File: config.mk
export PLATFORM = sky130hd
export DESIGN_NAME = ladder_pmul
export DESIGN_NICKNAME = d
export VERILOG_FILES = /design/src/rtl/ladder_pkg.sv /design/src/rtl/gf_sqr.sv /design/src/rtl/ladder_seq.sv /design/src/rtl/ladder_pmul.sv
export SDC_FILE = /design/constraint.sdc
export NUM_CORES = 1
export LEC_CHECK = 0
export ABC_AREA = 1
export BUFFER_PORTS_ARGS = -buffer_cell sky130_fd_sc_hd__buf_2
export CORE_MARGIN = 5
export CORE_UTILIZATION = 40
export CTS_CLUSTER_SIZE = 8
export DETAILED_ROUTE_END_ITERATION = 6
export GPL_TIMING_DRIVEN = 0
export PLACE_DENSITY = 0.68
export RECOVER_POWER = 100
export SLEW_MARGIN = 20
export SYNTH_ARGS = -nofsm -noshare
export SYNTH_HDL_FRONTEND = slang
export SYNTH_SLANG_ARGS = --single-unit
File: constraint.sdc
create_clock -name clk -period 3.1 [get_ports clk]
set_clock_uncertainty 0.2 [all_clocks]
set_input_delay 0.465 -clock clk [delete_from_list [all_inputs] [get_ports clk]]
set_output_delay 0.465 -clock clk [all_outputs]
set_load 0.05 [all_outputs]
File: src/rtl/ladder_pkg.sv
package ladder_pkg;
   // Micro-operation order within one ladder iteration (one product each).
   typedef enum logic [2:0] {
      OP_T1 = 3'd0,  // added-pair X times doubled-pair Z
      OP_T2 = 3'd1,  // doubled-pair X times added-pair Z
      OP_XS = 3'd2,  // base x times squared sum
      OP_TT = 3'd3,  // cross product of the two partial terms
      OP_DZ = 3'd4,  // doubled X^2 times doubled Z^2
      OP_BZ = 3'd5   // curve b times doubled Z^4
   } op_e;

   localparam int NUM_OPS = 6;

   typedef enum logic {
      SEQ_IDLE = 1'b0,
      SEQ_RUN  = 1'b1
   } seq_e;
endpackage

File: src/rtl/gf_sqr.sv
module gf_sqr #(
   parameter int          M    = 7,
   parameter logic [M-1:0] POLY = 7'h03
) (
   input  logic [M-1:0] a,
   output logic [M-1:0] y
);
   localparam int W = 2 * M - 1;

   logic [W-1:0] spread;

   // Squaring in GF(2^M) interleaves zeros between the operand bits.
   generate
      for (genvar i = 0; i < M; i++) begin : g_spread
         assign spread[2*i] = a[i];
         if (i < M - 1) begin : g_gap
            assign spread[2*i+1] = 1'b0;
         end
      end
   endgenerate

   // Fold the high half back with x^M == POLY, top term first.
   always_comb begin
      logic [W-1:0] acc;
      acc = spread;
      for (int j = W - 1; j >= M; j--) begin
         if (acc[j]) begin
            acc[j]         = 1'b0;
            acc[j-M +: M]  = acc[j-M +: M] ^ POLY;
         end
      end
      y = acc[M-1:0];
   end
endmodule

File: src/rtl/ladder_seq.sv
module ladder_seq
   import ladder_pkg::*;
#(
   parameter int N  = 8,
   parameter int IW = (N > 1) ? $clog2(N) : 1
) (
   input  logic          clk,
   input  logic          rst_n,
   input  logic          launch,
   input  logic          xfer,
   output logic          busy,
   output op_e           op,
   output logic [IW-1:0] idx,
   output logic          wb,
   output logic          fin
);
   localparam int            IDX_INIT = (N > 1) ? N - 2 : 0;
   localparam logic [IW-1:0] IDX_LOAD = IW'(IDX_INIT);
   localparam op_e           OP_LAST  = op_e'(NUM_OPS - 1);

   seq_e          st_q;
   op_e           op_q;
   logic [IW-1:0] idx_q;

   assign busy = (st_q == SEQ_RUN);
   assign op   = op_q;
   assign idx  = idx_q;
   assign wb   = busy && xfer && (op_q == OP_LAST);
   assign fin  = wb && (idx_q == '0);

   always_ff @(posedge clk or negedge rst_n) begin
      if (!rst_n) begin
         st_q  <= SEQ_IDLE;
         op_q  <= OP_T1;
         idx_q <= '0;
      end else if (!busy) begin
         if (launch && (N > 1)) begin
            st_q  <= SEQ_RUN;
            op_q  <= OP_T1;
            idx_q <= IDX_LOAD;
         end
      end else if (xfer) begin
         if (op_q == OP_LAST) begin
            op_q <= OP_T1;
            if (idx_q == '0) begin
               st_q <= SEQ_IDLE;
            end else begin
               idx_q <= idx_q - IW'(1);
            end
         end else begin
            op_q <= op_e'(op_q + 3'd1);
         end
      end
   end
endmodule

File: src/rtl/ladder_pmul.sv
module ladder_pmul
   import ladder_pkg::*;
#(
   parameter int           M    = 7,
   parameter int           N    = 8,
   parameter logic [M-1:0] POLY = 7'h03
) (
   input  logic         clk,
   input  logic         rst_n,
   input  logic         start,
   input  logic [M-1:0] x_in,
   input  logic [M-1:0] b_in,
   input  logic [N-1:0] k_in,
   output logic         mul_req,
   output logic [M-1:0] mul_a,
   output logic [M-1:0] mul_b,
   input  logic         mul_ack,
   input  logic [M-1:0] mul_res,
   output logic         done,
   output logic [M-1:0] x1_out,
   output logic [M-1:0] z1_out,
   output logic [M-1:0] x2_out,
   output logic [M-1:0] z2_out
);
   localparam int           IW  = (N > 1) ? $clog2(N) : 1;
   localparam logic [M-1:0] ONE = M'(1);

   // Elaboration-time parameter checks
   generate
      if (M < 2) begin : g_bad_m
         $error("ladder_pmul: field width M must be at least 2");
      end
      if (N < 1) begin : g_bad_n
         $error("ladder_pmul: scalar width N must be at least 1");
      end
      if (POLY[0] != 1'b1) begin : g_bad_poly
         $error("ladder_pmul: reduction polynomial needs a constant term");
      end
   endgenerate

   // Sequencer
   logic          busy, wb, fin, launch, xfer;
   op_e           op;
   logic [IW-1:0] idx;

   assign launch = start && !busy;
   assign xfer   = busy && mul_ack;

   ladder_seq #(.N(N), .IW(IW)) u_seq (
      .clk    (clk),
      .rst_n  (rst_n),
      .launch (launch),
      .xfer   (xfer),
      .busy   (busy),
      .op     (op),
      .idx    (idx),
      .wb     (wb),
      .fin    (fin)
   );

   // Architectural state
   logic [M-1:0] xr, br;
   logic [N-1:0] kr;
   logic [M-1:0] x1_q, z1_q, x2_q, z2_q;
   logic [M-1:0] t1_q, t2_q, u_q, v_q, dz_q;
   logic         done_q;

   // Role selection by the current scalar bit
   logic         kb;
   logic [M-1:0] add_x, add_z, dbl_x, dbl_z;

   assign kb    = kr[idx];
   assign add_x = kb ? x1_q : x2_q;
   assign add_z = kb ? z1_q : z2_q;
   assign dbl_x = kb ? x2_q : x1_q;
   assign dbl_z = kb ? z2_q : z1_q;

   // Dedicated squarers
   logic [M-1:0] sum_t, sq_sum, dx2, dz2, dx4, dz4, ix2, ix4;

   assign sum_t = t1_q ^ t2_q;

   gf_sqr #(.M(M), .POLY(POLY)) u_sq_sum (.a(sum_t), .y(sq_sum));
   gf_sqr #(.M(M), .POLY(POLY)) u_sq_dx2 (.a(dbl_x), .y(dx2));
   gf_sqr #(.M(M), .POLY(POLY)) u_sq_dz2 (.a(dbl_z), .y(dz2));
   gf_sqr #(.M(M), .POLY(POLY)) u_sq_dx4 (.a(dx2),   .y(dx4));
   gf_sqr #(.M(M), .POLY(POLY)) u_sq_dz4 (.a(dz2),   .y(dz4));
   gf_sqr #(.M(M), .POLY(POLY)) u_sq_ix2 (.a(x_in),  .y(ix2));
   gf_sqr #(.M(M), .POLY(POLY)) u_sq_ix4 (.a(ix2),   .y(ix4));

   // Multiplier operand routing per micro-operation
   always_comb begin
      unique case (op)
         OP_T1:   begin mul_a = add_x; mul_b = dbl_z;  end
         OP_T2:   begin mul_a = dbl_x; mul_b = add_z;  end
         OP_XS:   begin mul_a = xr;    mul_b = sq_sum; end
         OP_TT:   begin mul_a = t1_q;  mul_b = t2_q;   end
         OP_DZ:   begin mul_a = dx2;   mul_b = dz2;    end
         OP_BZ:   begin mul_a = br;    mul_b = dz4;    end
         default: begin mul_a = '0;    mul_b = '0;     end
      endcase
   end

   assign mul_req = busy;

   // New pair values at the end of an iteration
   logic [M-1:0] add_x_n, add_z_n, dbl_x_n, dbl_z_n;

   assign add_z_n = sq_sum;
   assign add_x_n = u_q ^ v_q;
   assign dbl_z_n = dz_q;
   assign dbl_x_n = dx4 ^ mul_res;

   // Partial products
   always_ff @(posedge clk or negedge rst_n) begin
      if (!rst_n) begin
         t1_q <= '0;
         t2_q <= '0;
         u_q  <= '0;
         v_q  <= '0;
         dz_q <= '0;
      end else if (xfer) begin
         unique case (op)
            OP_T1:   t1_q <= mul_res;
            OP_T2:   t2_q <= mul_res;
            OP_XS:   u_q  <= mul_res;
            OP_TT:   v_q  <= mul_res;
            OP_DZ:   dz_q <= mul_res;
            default: ;
         endcase
      end
   end

   // Operand latches and coordinate pairs
   always_ff @(posedge clk or negedge rst_n) begin
      if (!rst_n) begin
         xr   <= '0;
         br   <= '0;
         kr   <= '0;
         x1_q <= '0;
         z1_q <= '0;
         x2_q <= '0;
         z2_q <= '0;
      end else if (launch) begin
         xr   <= x_in;
         br   <= b_in;
         kr   <= k_in;
         x1_q <= x_in;
         z1_q <= ONE;
         x2_q <= ix4 ^ b_in;
         z2_q <= ix2;
      end else if (wb) begin
         if (kb) begin
            x1_q <= add_x_n;
            z1_q <= add_z_n;
            x2_q <= dbl_x_n;
            z2_q <= dbl_z_n;
         end else begin
            x2_q <= add_x_n;
            z2_q <= add_z_n;
            x1_q <= dbl_x_n;
            z1_q <= dbl_z_n;
         end
      end
   end

   always_ff @(posedge clk or negedge rst_n) begin
      if (!rst_n) begin
         done_q <= 1'b0;
      end else begin
         done_q <= fin || (launch && (N == 1));
      end
   end

   assign done   = done_q;
   assign x1_out = x1_q;
   assign z1_out = z1_q;
   assign x2_out = x2_q;
   assign z2_out = z2_q;
endmodule

## Yosys cells after proc, flatten, opt, wreduce, memory -nomap -nowiden

Index checks and enable logic that the tools add are counted.

- Flip-flop bits (word level): 93
- Bits of input ports: 33
- Output and inout port bits: 44
- Logic and storage cells: 166

- $add $sub $neg: 2
- Order comparisons: 1
- Eq/ne operators: 8
- Mux-type cells: 76
- Bitwise operators: 46
- Reduce and logical (&&, ||, !) cells: 17

Operators with widths:

| kind | number |
|---|---|
| 7-bit 2-to-1 mux | 16 |
| 2-bit 2-to-1 mux | 42 |
| 2-bit NOT | 42 |
| 7-bit one-hot mux with 6 select lines | 2 |
| 7-bit bitwise XOR | 4 |
| 3-bit 2-to-1 mux | 9 |
| 2-bit AND reduction | 6 |
| 3-bit by 2-bit == test with 1-bit output (second input constant) | 2 |
| 3-bit == test (second input constant) | 2 |
| 3-bit zero test | 2 |
| 1-bit 2-to-1 mux | 6 |
| 1-bit logical AND | 5 |
| 3-bit by 4-bit less-than comparator with 1-bit output (second input constant) | 1 |
| 2-bit != test (second input constant) | 2 |
| 4-bit AND reduction | 1 |
| 2-bit nonzero test | 2 |
| 3-bit by 1-bit adder with 3-bit output (second input constant) | 1 |
| 1-bit binary-select mux with 3-bit select | 1 |
| 3-bit by 1-bit == test with 1-bit output (second input constant) | 1 |
| 3-bit by 1-bit subtractor with 3-bit output (second input constant) | 1 |
| 2-bit by 1-bit != test with 1-bit output (second input constant) | 1 |
| 1-bit zero test | 1 |

## Depth between registers and ports, before layout

Gate-level depths: netlist of run 1.

- Depth in word-level cells: 27
- Depth in mapped cells: 14
- Gate-level depth less buffers: 14

## Modules after synthesis

A second synthesis of run 1 with hierarchy kept.

- Cell total of the unflattened synthesis: 914
- Area total of the unflattened synthesis: 6195.9 um^2

By module, submodules not included:

| module | times used | cells an instance | area an instance (um^2) | sequential area each (um^2) |
|---|---|---|---|---|
| ladder_pmul | 1 | 722 | 5126.2 | 2152.1 |
| gf_sqr | 7 | 19 | 86.3 | 0.0 |
| ladder_seq | 1 | 59 | 465.4 | 175.2 |

## Worst setup path before layout of run 1

No wires, ideal clock.

- Kind: flip-flop to output port
- Start: register u_seq.idx_q[0] (netlist: u_seq.idx[0])
- End: output port mul_a[4]
- Arrival time: 2316 ps
- Required time: 2435 ps
- Setup slack: 119 ps
- Stages on the path, launching flop included: 11
- Buffers on the path: 3
- Path through: dfrtp_1 -> inv_2 -> nand2_1 -> nand3_1 -> nand3_4 -> nand2_8 -> buf_8 -> buf_6 -> buf_6 -> o21ai_0 -> a41oi_1

- Cells in the longest elaborated chain, start to end: 8
- Elaborated cells between the ends (all ways): 9
- Those cells by class: mux: 7; bitwise: 2

Ends and longest elaborated chain:

| what | RTL line | text |
|---|---|---|
| from (decl) | ladder_seq.sv:23 | `logic [IW-1:0] idx_q;` |
| from (signal assigned) | ladder_seq.sv:48 | `idx_q <= idx_q - IW'(1);` |
| 1-bit binary-select mux with 3-bit select (*) | ladder_pmul.sv:72 | `assign kb = kr[idx];` |
| 1-bit 2-to-1 mux (not written as such) (*) | ladder_pmul.sv:72 |  |
| 7-bit 2-to-1 mux | ladder_pmul.sv:75 | `assign dbl_x = kb ? x2_q : x1_q;` |
| 2-bit NOT (no source line) | -- |  |
| 2-bit 2-to-1 mux | gf_sqr.sv:27 | `if (acc[j]) begin` |
| 2-bit NOT (no source line) | -- |  |
| 2-bit 2-to-1 mux | gf_sqr.sv:27 |  |
| 7-bit one-hot mux with 6 select lines (*) | ladder_pmul.sv:93 | `unique case (op)` |
| to (decl) | ladder_pmul.sv:15 | `output logic [M-1:0] mul_a,` |

Every way passes the cells marked *; elsewhere a longest branch is shown, timed or not. The select of a mux whose other input is x is not followed.

## Worst setup path in the final report of run 1

- Start: register u_seq.idx_q[0] (netlist: u_seq.idx[0])
- End: output port mul_b[4]

- Cells in the longest elaborated chain, start to end: 12
- Elaborated cells between the ends (all ways): 18
- Those cells by class: mux: 12; bitwise: 6

Ends and longest elaborated chain:

| what | RTL line | text |
|---|---|---|
| 1-bit binary-select mux with 3-bit select (*) | ladder_pmul.sv:72 |  |
| 1-bit 2-to-1 mux (not written as such) (*) | ladder_pmul.sv:72 |  |
| 7-bit 2-to-1 mux | ladder_pmul.sv:76 | `assign dbl_z = kb ? z2_q : z1_q;` |
| 2-bit NOT (no source line) | -- |  |
| 2-bit 2-to-1 mux | gf_sqr.sv:27 |  |
| 2-bit NOT (no source line) | -- |  |
| 2-bit 2-to-1 mux | gf_sqr.sv:27 |  |
| 2-bit NOT (no source line) | -- |  |
| 2-bit 2-to-1 mux | gf_sqr.sv:27 |  |
| 2-bit NOT (no source line) | -- |  |
| 2-bit 2-to-1 mux | gf_sqr.sv:27 |  |
| 7-bit one-hot mux with 6 select lines (*) | ladder_pmul.sv:93 |  |
| to (decl) | ladder_pmul.sv:16 | `output logic [M-1:0] mul_b,` |

Marks and branches as above.

==> reports/results.tsv, run 1 <==
stage	metric	value	unit
setup_path	end_kind	primary output	
clock_tree	root_buffer	clkbuf_16	
global_route	number_of_global_route_vias_before_repair	5563	
final_layout	syn2layout_area_growth	27.9	%
clock_tree	clock_sink_count	93	
timing	fin_worst_hold_slack	0.111	ns
placement	post_dp_hpwl	14400	um
timing	setup_repair_after_global_routing_missed_its_margin	true	
timing	timing.final.max_slew_violations	26	
synthesis	async_set_reset_flop_share_out_of_synthesis	1.00	
synthesis	synth.yosys.seq_area_share	0.413	
timing	setup_viol	2	
detailed_routing	drt-pass1-iter-count	6	
setup_path	critical_path_class	flop to primary output	
detailed_routing	drtAntennaViolNets	0	
global_route	wire_length_of_the_first_global_routing_pass	30800	um
floorplanning	core.rowCount	43	
global_route	maximum_number_of_pins_on_one_net_before_global_route_repair	69	
setup_path	worst_ep_arrival_time	2.44	ns
timing	postLayoutSetupSlackWorst	-0.00310	ns
outcome	run_status	finished with violations	
floorplanning	floorplan.die.height	129	um
detailed_routing	totalWireLength	21000	um
final_layout	number_of_nets_in_the_final_layout	927	
timing	report.final.hold_viol_count	0	
floorplanning	io-pin-count	77	
clock_tree	longest_clk_path_bufs	2	
synthesis	avgSynthCellArea	7.28	um2
floorplanning	fp.coreArea	13800	um2
setup_path	timing.critical_path.required	2.43	ns
setup_path	crit_start_category	flop	
clock_tree	worst_skew_pair.late_latency	0.36	ns
floorplanning	fp.dieArea	16600	um2
synthesis	netlist_instances	774	
global_route	global_route_usage_over_all_layers	0.243	
detailed_routing	via_per_inst	5.59	
detailed_routing	initialDrtViolationCount	810	
synthesis	syn-cell-area	5630	um2
clock_tree	number_of_buffers_created_by_cts	9	
global_route	overflow	0	
detailed_routing	count_of_vias_placed_by_the_detailed_router	6005	
synthesis	yosysUniqueCellTypes	38	
synthesis	synth.ff_latch_count	93	
final_layout	layout.core_utilization	0.521	
timing	fmax	322	MHz
timing	slew-limit-headroom	-0.0518	
clock_tree	path_clk_slew	0.07	ns
clock_tree	cts_htree_levels	3	
synthesis	ys.warnings.count	0	
setup_path	worstPathMaxFanout	7	
synthesis	synth_edf_count	0	
outcome	violations	max-capacitance violations, max-slew violations, negative setup slack	
detailed_routing	route.detailed.wl_per_inst	19.6	um
floorplanning	die_width	129	um
placement	io_buf_count	76	
timing	worst_slew_pin_slew	1.58	ns
global_route	antenna_violations_before_repair	0	
setup_path	worst_path_largest_cell_delay	0.45	ns
setup_path	crit_path_top_delay_cell	dfrtp_2	
synthesis	postSynth.topFlopCell	dfrtp_1	
final_layout	layout-drive-gt1-share	0.216	
synthesis	post_synth_net_total	810	
placement	final_weighted_congestion_in_routability_driven_placement	0.963	
setup_path	timing.critical_path.cells	inv_4 > nand2_2 > nand3_2 > nand3_4 > buf_6 > nand2_8 > buf_6 > o21ai_4 > nor2_2 > nor3_2 > nand2_2 > nor2_2 > nor2_2 > buf_6	
final_layout	number_of_antenna_cells_inserted	0	
detailed_routing	drc_errors	0	
floorplanning	starting_density_of_the_core	0.407	
timing	layout_min_cycle_time	3.10	ns
flow_run	cap_viol_max_count	1	
worst_hold_path	timing.hold.worst.class	input port to flop	
timing	fin_crit_sh	1.00	
clock_tree	cts_tree	done	
[stage by stage]
stage,TNS [ns],setup slack (ns),area [um2],instances
5_1_grt,-0.610,-0.125,7210,1075
6_report,-0.00323,-0.00310,7210,1075
2_1_floorplan,0,0.119,5630,774
4_1_cts,0,0.00615,6650,1052
3_5_place_dp,-2.10,-0.399,6270,1031
3_3_place_gp,-2.05,-0.388,6240,1030
[cells by family after synthesis]
kind of cell	count (synthesis)	share of synthesized area
AND/OR/NAND/NOR	338	0.250
AO/OA/AOI/OAI	194	0.198
buffers and inverters	121	0.0933
flip-flops	93	0.413
XOR/XNOR	25	0.0389
adder cells (fa/ha/maj)	3	0.00666
[path summary, 6_finish.rpt]
kind	start	to	slack [ns]	depth (start not counted)
worst max register to register	u_seq.busy$_DFF_PN0_	xr[5]$_DFFE_PN0P_	0.23	7
worst min-delay path	k_in[7]	kr[7]$_DFFE_PN0P_	0.11	3
worst max-delay path	u_seq.idx[0]$_DFFE_PN0P_	mul_b[4]	-0.003	14
min in group asynchronous	rst_n	br[5]$_DFFE_PN0P_	0.83	2
max in group asynchronous	rst_n	z1_out[1]$_DFFE_PN0P_	0.82	3
worst min register to register	br[2]$_DFFE_PN0P_	br[2]$_DFFE_PN0P_	0.29	2
[worst max-delay path: cells and delay by family, from the launching register on]
kind | cells | cell delay, ns
and+or+nand+nor | 9 | 0.92
buffers and inverters | 4 | 0.53
DFF | 1 | 0.45
AOI/OAI and AO/OA | 1 | 0.17
[area by class of cell]
class	count	area, um2
Clock buffer	10	239
Buffer	33	236
Tap cell	180	225
Sequential cell	93	2330
Timing Repair Buffer	104	737
Inverter	88	333
Multi-Input combinational cell	562	3080
Clock inverter	5	27.5
Fill cell	1334	6620
[sequential cells by signal, indices dropped and copies added, names as in the netlist, 3 cells and up]
signal	flops
v_q	7
u_seq.op	3
z2_out	7
br	7
kr	8
z1_out	7
t2_q	7
x1_out	7
dbl_z_n	7
u_q	7
t1_q	7
xr	7
u_seq.idx	3
x2_out	7
[cells in the final DEF, fill, tap and decap left out, types with 29 or more instances in the layout]
cell and n:
nand2_1 205, dfrtp_1 91, o21ai_0 90, inv_1 82, clkbuf_1 45, nand3_1 39, nor2_1 38, buf_2 38
a21oi_1 34, nand2_2 29
[per-layer routing]
layer,up-vias,part of all wire,wire (um),GRT usage
met1,2812,0.40,8370,0.329
met3,79,0.099,2070,0.0519
met5,-,0,0,0
met4,0,0.053,1130,0.119
li1,2777,-,-,-
met2,337,0.45,9480,0.369
[synth_stat cells (2+ instances only)]
cell / number / area [um2]
nand2_1: 233 / 875
o21ai_0: 95 / 475
dfrtp_1: 93 / 2330
inv_1: 84 / 315
nand3_1: 44 / 220
nor2_1: 44 / 165
a21oi_1: 38 / 190
xnor2_1: 20 / 175
clkbuf_1: 17 / 63.8
o22ai_1: 14 / 87.6
o21ai_1: 11 / 55.1
o221ai_1: 8 / 70.1
buf_2: 6 / 30.0
buf_6: 6 / 67.6
nand2_2: 6 / 37.5
o21ai_2: 6 / 52.6
a221oi_1: 5 / 43.8
a41oi_1: 5 / 43.8
xor2_1: 5 / 43.8
a21oi_2: 3 / 26.3
ha_1: 3 / 37.5
inv_2: 3 / 11.3
nor3_1: 3 / 15.0
o21bai_1: 3 / 22.5
a22oi_1: 2 / 15.0
buf_4: 2 / 15.0
nand3_4: 2 / 35.0
nand3b_1: 2 / 15.0
o211ai_1: 2 / 15.0
[timing repair]
action                                  CTS  global route
pin swaps                                 5            29
endpoints found under the hold margin    25             0
buffers inserted                          5            16
hold buffers                              1             0
cloned                                    0             7
resized for setup                        23           101
endpoints found under the setup margin   14            14
Power of run 1 is left out: the tool's default activity adds up to more than one toggle a clock period on the data nets, which glitch-free logic cannot reach.
==> run 2: changes to the inputs <==
--- a/config.mk
+++ b/config.mk
@@ -13,7 +13,7 @@
 export DETAILED_ROUTE_END_ITERATION = 6
 export GPL_TIMING_DRIVEN = 0
 export PLACE_DENSITY = 0.68
-export RECOVER_POWER = 100
+export RECOVER_POWER = 50
 export SLEW_MARGIN = 20
 export SYNTH_ARGS = -nofsm -noshare
 export SYNTH_HDL_FRONTEND = slang
==> run 2 against run 1 <==
  * Final area rose by 0.30%
  * Sequential cell count stayed put
  * Core utilization rose by 0.15 points
  * Register-to-register slack got worse by 0.05 ns
  * Largest cell class unchanged
  * Worst setup slack about the same
  * Wire length barely moved
  * Global-route usage unchanged
  * The flow still finishes with violations (max-capacitance violations, max-slew violations, negative setup slack)
  * Critical path type unchanged
  * Worst hold slack improved by 0.0026 ns
  * First-iteration DRC count fell by 6.8%
  * Via count rose by 0.30%
  * Critical path depth is the same
  * Sequential share of layout area down 0.095 points
==> reports/results.tsv, run 2 (synthesis results as in run 1) <==
stage	metric	value	unit	change
outcome	run_status	finished with violations		
outcome	violations	max-capacitance violations, max-slew violations, negative setup slack		
floorplanning	floorplan.die.height	129	um	unchanged
detailed_routing	drtAntennaViolNets	0		unchanged
timing	setup_viol	1		-1
floorplanning	core.rowCount	43		unchanged
detailed_routing	count_of_vias_placed_by_the_detailed_router	6023		+0.30%
timing	timing.setup.tns	-0.00322	ns	+0.0000162 ns
setup_path	worst_ep_arrival_time	2.44	ns	about the same
final_layout	layout-drive-gt1-share	0.232		+0.0168
clock_tree	clock_sink_count	93		unchanged
setup_path	worstPathMaxFanout	7		unchanged
detailed_routing	drc_errors	0		unchanged
final_layout	final_cell_count_no_fill	1075		unchanged
final_layout	number_of_antenna_cells_inserted	0		unchanged
floorplanning	fp.coreArea	13800	um2	unchanged
placement	io_buf_count	76		unchanged
global_route	antenna_violations_before_repair	0		unchanged
timing	slew-limit-headroom	-0.0488		+0.00300
timing	fmax	322	MHz	about the same
clock_tree	root_buffer	clkbuf_16		
clock_tree	path_clk_slew	0.07	ns	about the same
global_route	maximum_number_of_pins_on_one_net_before_global_route_repair	69		unchanged
final_layout	top_register	kr		
clock_tree	cts_tree	done		
detailed_routing	via_per_inst	5.60		+0.30%
floorplanning	starting_density_of_the_core	0.407		unchanged
setup_path	timing.critical_path.required	2.43	ns	about the same
global_route	wire_length_of_the_first_global_routing_pass	30800	um	unchanged
timing	fin_worst_hold_slack	0.113	ns	+0.00264 ns
final_layout	number_of_nets_in_the_final_layout	927		unchanged
setup_path	crit_start_category	flop		
timing	report.final.hold_viol_count	0		unchanged
detailed_routing	route.detailed.wl_per_inst	19.6	um	about the same
setup_path	regToRegSetupSlack	0.18	ns	-0.05 ns
detailed_routing	drt-pass1-iter-count	5		-1
placement	final_weighted_congestion_in_routability_driven_placement	0.963		unchanged
timing	timing.final.max_slew_violations	26		unchanged
clock_tree	cts_htree_levels	3		unchanged
floorplanning	die_width	129	um	unchanged
timing	fin_crit_sh	1.00		about the same
clock_tree	worst_skew_pair.late_latency	0.36	ns	about the same
setup_path	setup.worst_path.start	u_seq.idx[0]$_DFFE_PN0P_		
timing	worst_slew_pin_slew	1.57	ns	-0.00450 ns
clock_tree	number_of_buffers_created_by_cts	9		unchanged
final_layout	largest_register_ffs	8		unchanged
worst_hold_path	min_path_cells	3		unchanged
global_route	number_of_global_route_vias_before_repair	5563		unchanged
global_route	overflow	0		unchanged
setup_path	r2r_start	u_seq.busy$_DFF_PN0_		
flow_run	cap_viol_max_count	1		unchanged
global_route	global_route_usage_over_all_layers	0.243		unchanged
worst_hold_path	beginning_of_the_worst_hold_path	k_in[7]		
floorplanning	io-pin-count	77		unchanged
final_layout	mostFrequentLayoutCell	nand2_1		
setup_path	end_kind	primary output		
floorplanning	fp.dieArea	16600	um2	unchanged
placement	post_dp_hpwl	14400	um	unchanged
timing	setup_repair_after_global_routing_missed_its_margin	true		
worst_hold_path	timing.hold.worst.class	input port to flop		
timing	postLayoutSetupSlackWorst	-0.00322	ns	-0.000118 ns
detailed_routing	initialDrtViolationCount	755		-6.8%
placement	placed_cells_incl_taps	1031		unchanged
final_layout	final_cell_mix	nand2_1 (205), dfrtp_1 (91), o21ai_0 (90)		
final_layout	syn2layout_area_growth	28.3	%	
clock_tree	longest_clk_path_bufs	2		unchanged
timing	layout_min_cycle_time	3.10	ns	+0.000118 ns
detailed_routing	totalWireLength	21100	um	about the same
setup_path	rr_worst_depth	7		unchanged
setup_path	critical_path_class	flop to primary output		
## run 2: cell types whose count changed in the layout (fill, tap and decap cells not counted), sizes merged
cell / before / now
clkbuf: 62 / 47
buf: 84 / 99
## run 2: final cells by class
cell class,instances,area (um2)
clock buffers,10,239
fillers,1332,6600
inverters,88,333
flip-flops and latches,93,2330
clock inverters,5,27.5
plain buffers,33,236
multi-input cells,562,3080
repair buffers,104,758
well taps,180,225
## run 2: metal layers
metal | vias to the layer above | part of all wire | GRT usage
met5 | - | 0 | 0
met4 | 0 | 0.054 | 0.119
met3 | 89 | 0.10 | 0.0519
met2 | 360 | 0.45 | 0.369
met1 | 2795 | 0.39 | 0.329
li1 | 2779 | - | -
## run 2: worst paths after layout
path,to
min reg2reg,br[2]$_DFFE_PN0P_
min in group asynchronous,br[5]$_DFFE_PN0P_
max in group asynchronous,x2_out[4]$_DFFE_PN0P_
max,mul_b[4]
min,kr[7]$_DFFE_PN0P_
max reg2reg,xr[5]$_DFFE_PN0P_
## run 2: critical path: stages (launching register included)
cell,delay [ns]
dfrtp_2,0.45
inv_4,0.08
nand2_2,0.07
nand3_2,0.08
nand3_4,0.19
buf_6,0.15
nand2_8,0.06
buf_6,0.12
o21ai_4,0.17
nor2_2,0.05
nor3_2,0.22
nand2_2,0.07
nor2_2,0.12
nor2_2,0.05
buf_6,0.18
## run 2: per-stage QoR
step | worst slack [ns] | cell area [um2] | util
after detailed placement | -0.399 | 6270 | 0.454
final | -0.00322 | 7230 | 0.523
after global placement | -0.388 | 6240 | 0.451
after global routing | -0.125 | 7230 | 0.523
after CTS | 0.00615 | 6650 | 0.481
after floorplan | 0.119 | 5630 | -
## run 2: what timing repair did
item | 4_1_cts | 5_1_grt
resized for setup | 23 | 101
buffers inserted | 5 | 16
pin swaps | 5 | 29
cloned | 0 | 7
setup endpoints to repair | 14 | 14
hold endpoints to repair | 25 | 0
hold buffers | 1 | 0
Power of run 2 is left out for the same reason.
==> run 3: changes to the inputs <==
--- a/config.mk
+++ b/config.mk
@@ -7,12 +7,11 @@
 export LEC_CHECK = 0
 export ABC_AREA = 1
 export BUFFER_PORTS_ARGS = -buffer_cell sky130_fd_sc_hd__buf_2
-export CORE_MARGIN = 5
-export CORE_UTILIZATION = 40
+export CORE_UTILIZATION = 50
 export CTS_CLUSTER_SIZE = 8
 export DETAILED_ROUTE_END_ITERATION = 6
 export GPL_TIMING_DRIVEN = 0
-export PLACE_DENSITY = 0.68
+export PLACE_DENSITY = 0.8
 export RECOVER_POWER = 50
 export SLEW_MARGIN = 20
 export SYNTH_ARGS = -nofsm -noshare
==> constraint.sdc (replaced) <==
create_clock -name clk -period 4 [get_ports clk]
set_clock_uncertainty 0.2 [all_clocks]
set_input_delay 0.6 -clock clk [delete_from_list [all_inputs] [get_ports clk]]
set_output_delay 0.6 -clock clk [all_outputs]
set_load 0.05 [all_outputs]
==> run 3 against run 2 <==
  * The flow now finishes without violations
  * Clock-buffer cell count is the same
  * Sequential share of layout area increased by 4.0 points
  * Worst hold slack better by 0.11 ns
  * Die area shrank 29%
  * Global-route usage increased by 9.9 points
  * Register-to-register slack better by 1.1 ns
  * Sequential cell count unchanged
  * Critical path type unchanged
  * Critical endpoint is now mul_a[5]
==> reports/results.tsv, run 3 (synthesis results as in run 1) <==
stage	metric	value	unit	change
clock_tree	cts_htree_levels	3		unchanged
floorplanning	core.rowCount	38		-12%
floorplanning	die_width	108	um	-16%
timing	setup_repair_after_global_routing_missed_its_margin	false		
final_layout	final_cell_mix	nand2_1 (233), o21ai_0 (95), dfrtp_1 (93)		
detailed_routing	initialDrtViolationCount	689		-8.7%
timing	report.final.hold_viol_count	0		unchanged
global_route	maximum_number_of_pins_on_one_net_before_global_route_repair	70		+1.4%
floorplanning	floorplan.die.height	108	um	-16%
setup_path	end_kind	primary output		
setup_path	worst_path_largest_cell_delay	0.48	ns	+0.03 ns
clock_tree	clock_sink_count	93		unchanged
setup_path	crit_start_category	flop		
setup_path	worst_ep_arrival_time	2.96	ns	+0.52 ns
timing	timing.final.max_slew_violations	0		-100%
clock_tree	cts_tree	done		
global_route	overflow	0		unchanged
setup_path	regToRegSetupSlack	1.28	ns	+1.10 ns
placement	post_dp_hpwl	13800	um	-4.2%
setup_path	crit_path_top_delay_cell	dfrtp_1		
placement	final_weighted_congestion_in_routability_driven_placement	0.997		+3.5%
setup_path	worstPathMaxFanout	10		+3
outcome	run_status	completed		
floorplanning	fp.dieArea	11700	um2	-29%
global_route	number_of_global_route_vias_before_repair	5607		+0.79%
timing	worst_slew_pin_slew	1.47	ns	-0.103 ns
timing	slew-limit-headroom	0.0198		+0.0686
final_layout	final.fill_count	1028		-23%
final_layout	layout-drive-gt1-share	0.126		-0.107
setup_path	timing.critical_path.required	3.20	ns	+0.77 ns
placement	io_buf_count	76		unchanged
worst_hold_path	timing.hold.worst.class	input port to flop		
floorplanning	starting_density_of_the_core	0.517		+0.110
global_route	wire_length_of_the_first_global_routing_pass	29600	um	-3.9%
timing	layout_min_cycle_time	3.76	ns	
final_layout	top_register	kr		
setup_path	critical_path_class	flop to primary output		
worst_hold_path	min_path_cells	3		unchanged
clock_tree	root_buffer	clkbuf_8		
final_layout	largest_register_ffs	8		unchanged
detailed_routing	via_per_inst	5.79		+3.3%
final_layout	mostFrequentLayoutCell	nand2_1		
setup_path	rr_worst_depth	10		+3
timing	timing.setup.tns	0	ns	+0.00322 ns
final_layout	number_of_antenna_cells_inserted	0		unchanged
clock_tree	path_clk_slew	0.10	ns	+0.03 ns
flow_run	cap_viol_max_count	0		-1
worst_hold_path	beginning_of_the_worst_hold_path	k_in[5]		
detailed_routing	route.detailed.wl_per_inst	18.8	um	-4.2%
clock_tree	worst_skew_pair.late_latency	0.38	ns	+0.02 ns
detailed_routing	count_of_vias_placed_by_the_detailed_router	5833		-3.2%
timing	setup_viol	0		-1
setup_path	r2r_start	u_seq.op[1]$_DFFE_PN0P_		
setup_path	reg2reg_to	x1_out[3]$_DFFE_PN0P_		
global_route	global_route_usage_over_all_layers	0.342		+0.0989
clock_tree	longest_clk_path_bufs	2		unchanged
timing	fin_crit_sh	0.940		
detailed_routing	drc_errors	0		unchanged
timing	fmax	266	MHz	
floorplanning	fp.coreArea	10900	um2	-21%
final_layout	syn2layout_area_growth	14.1	%	
detailed_routing	totalWireLength	18900	um	-10%
final_layout	number_of_nets_in_the_final_layout	899		-3.0%
global_route	antenna_violations_before_repair	0		unchanged
clock_tree	post_cts.repair.setup_buffers	0		-5
setup_path	timing.critical_path.cells	inv_2 > nand2_1 > nand3_1 > nand3_4 > nand2_8 > buf_6 > clkbuf_1 > o21ai_0 > a41oi_1 > buf_2		
worst_hold_path	whs_endpoint	kr[5]$_DFFE_PN0P_		
detailed_routing	drtAntennaViolNets	0		unchanged
detailed_routing	drt-pass1-iter-count	6		+1
clock_tree	number_of_buffers_created_by_cts	9		unchanged
floorplanning	io-pin-count	77		unchanged
-- run 3: how the worst max path moves through the flow --
stage | slack [ns] | end | cells after the start | from
floorplan | 0.88 | mul_a[4] | 10 | u_seq.idx[0]$_DFFE_PN0P_
global placement | 0.55 | mul_a[1] | 6 | u_seq.op[2]$_DFFE_PN0P_
detailed placement | 0.56 | mul_a[1] | 6 | u_seq.op[2]$_DFFE_PN0P_
CTS | 0.12 | mul_a[1] | 6 | u_seq.op[2]$_DFFE_PN0P_
global route | 0.15 | mul_b[4] | 14 | u_seq.idx[0]$_DFFE_PN0P_
finish | 0.24 | mul_a[5] | 10 | u_seq.idx[0]$_DFFE_PN0P_
-- run 3: critical path, delay by kind of cell, from the launching register on --
kind            cells  cell delay, ns
flops               1            0.48
compound gates      2            0.43
simple gates        4            0.58
buf+inv             4            1.09
-- run 3: timing repair --
item | 4_1_cts | 5_1_grt
endpoints found under the hold margin | 24 | 0
hold buffers | 1 | 0
gates resized for setup | 0 | 1
setup endpoints to repair | 0 | 1
-- run 3: final cells by class --
class | count | area (um2) | area share
Multi-Input combinational cell | 560 | 2790 | 0.433
Sequential cell | 93 | 2330 | 0.362
Timing Repair Buffer | 78 | 389 | 0.0606
Inverter | 88 | 330 | 0.0514
Buffer | 33 | 195 | 0.0304
Tap cell | 140 | 175 | 0.0273
Clock buffer | 10 | 128 | 0.0199
Clock inverter | 6 | 95.1 | 0.0148
-- run 3: metal layers --
metal | up-vias | GRT usage | wire length (um)
met4 | 0 | 0.194 | 1010
li1 | 2718 | - | -
met5 | - | 0 | 0
met1 | 2693 | 0.437 | 7270
met2 | 359 | 0.537 | 8640
met3 | 63 | 0.0729 | 2010
-- run 3: through the flow --
stage	hold slack (ns)	util	area, um2	cells	setup WS (ns)
after floorplan	0.104	-	5630	774	0.884
after global placement	0.277	0.568	6190	990	0.554
after detailed placement	0.279	0.571	6220	991	0.562
after CTS	0.223	0.593	6450	1008	0.124
after global routing	0.236	0.590	6420	1008	0.154
final	0.221	0.590	6420	1008	0.238
Power of run 3 is left out for the same reason.
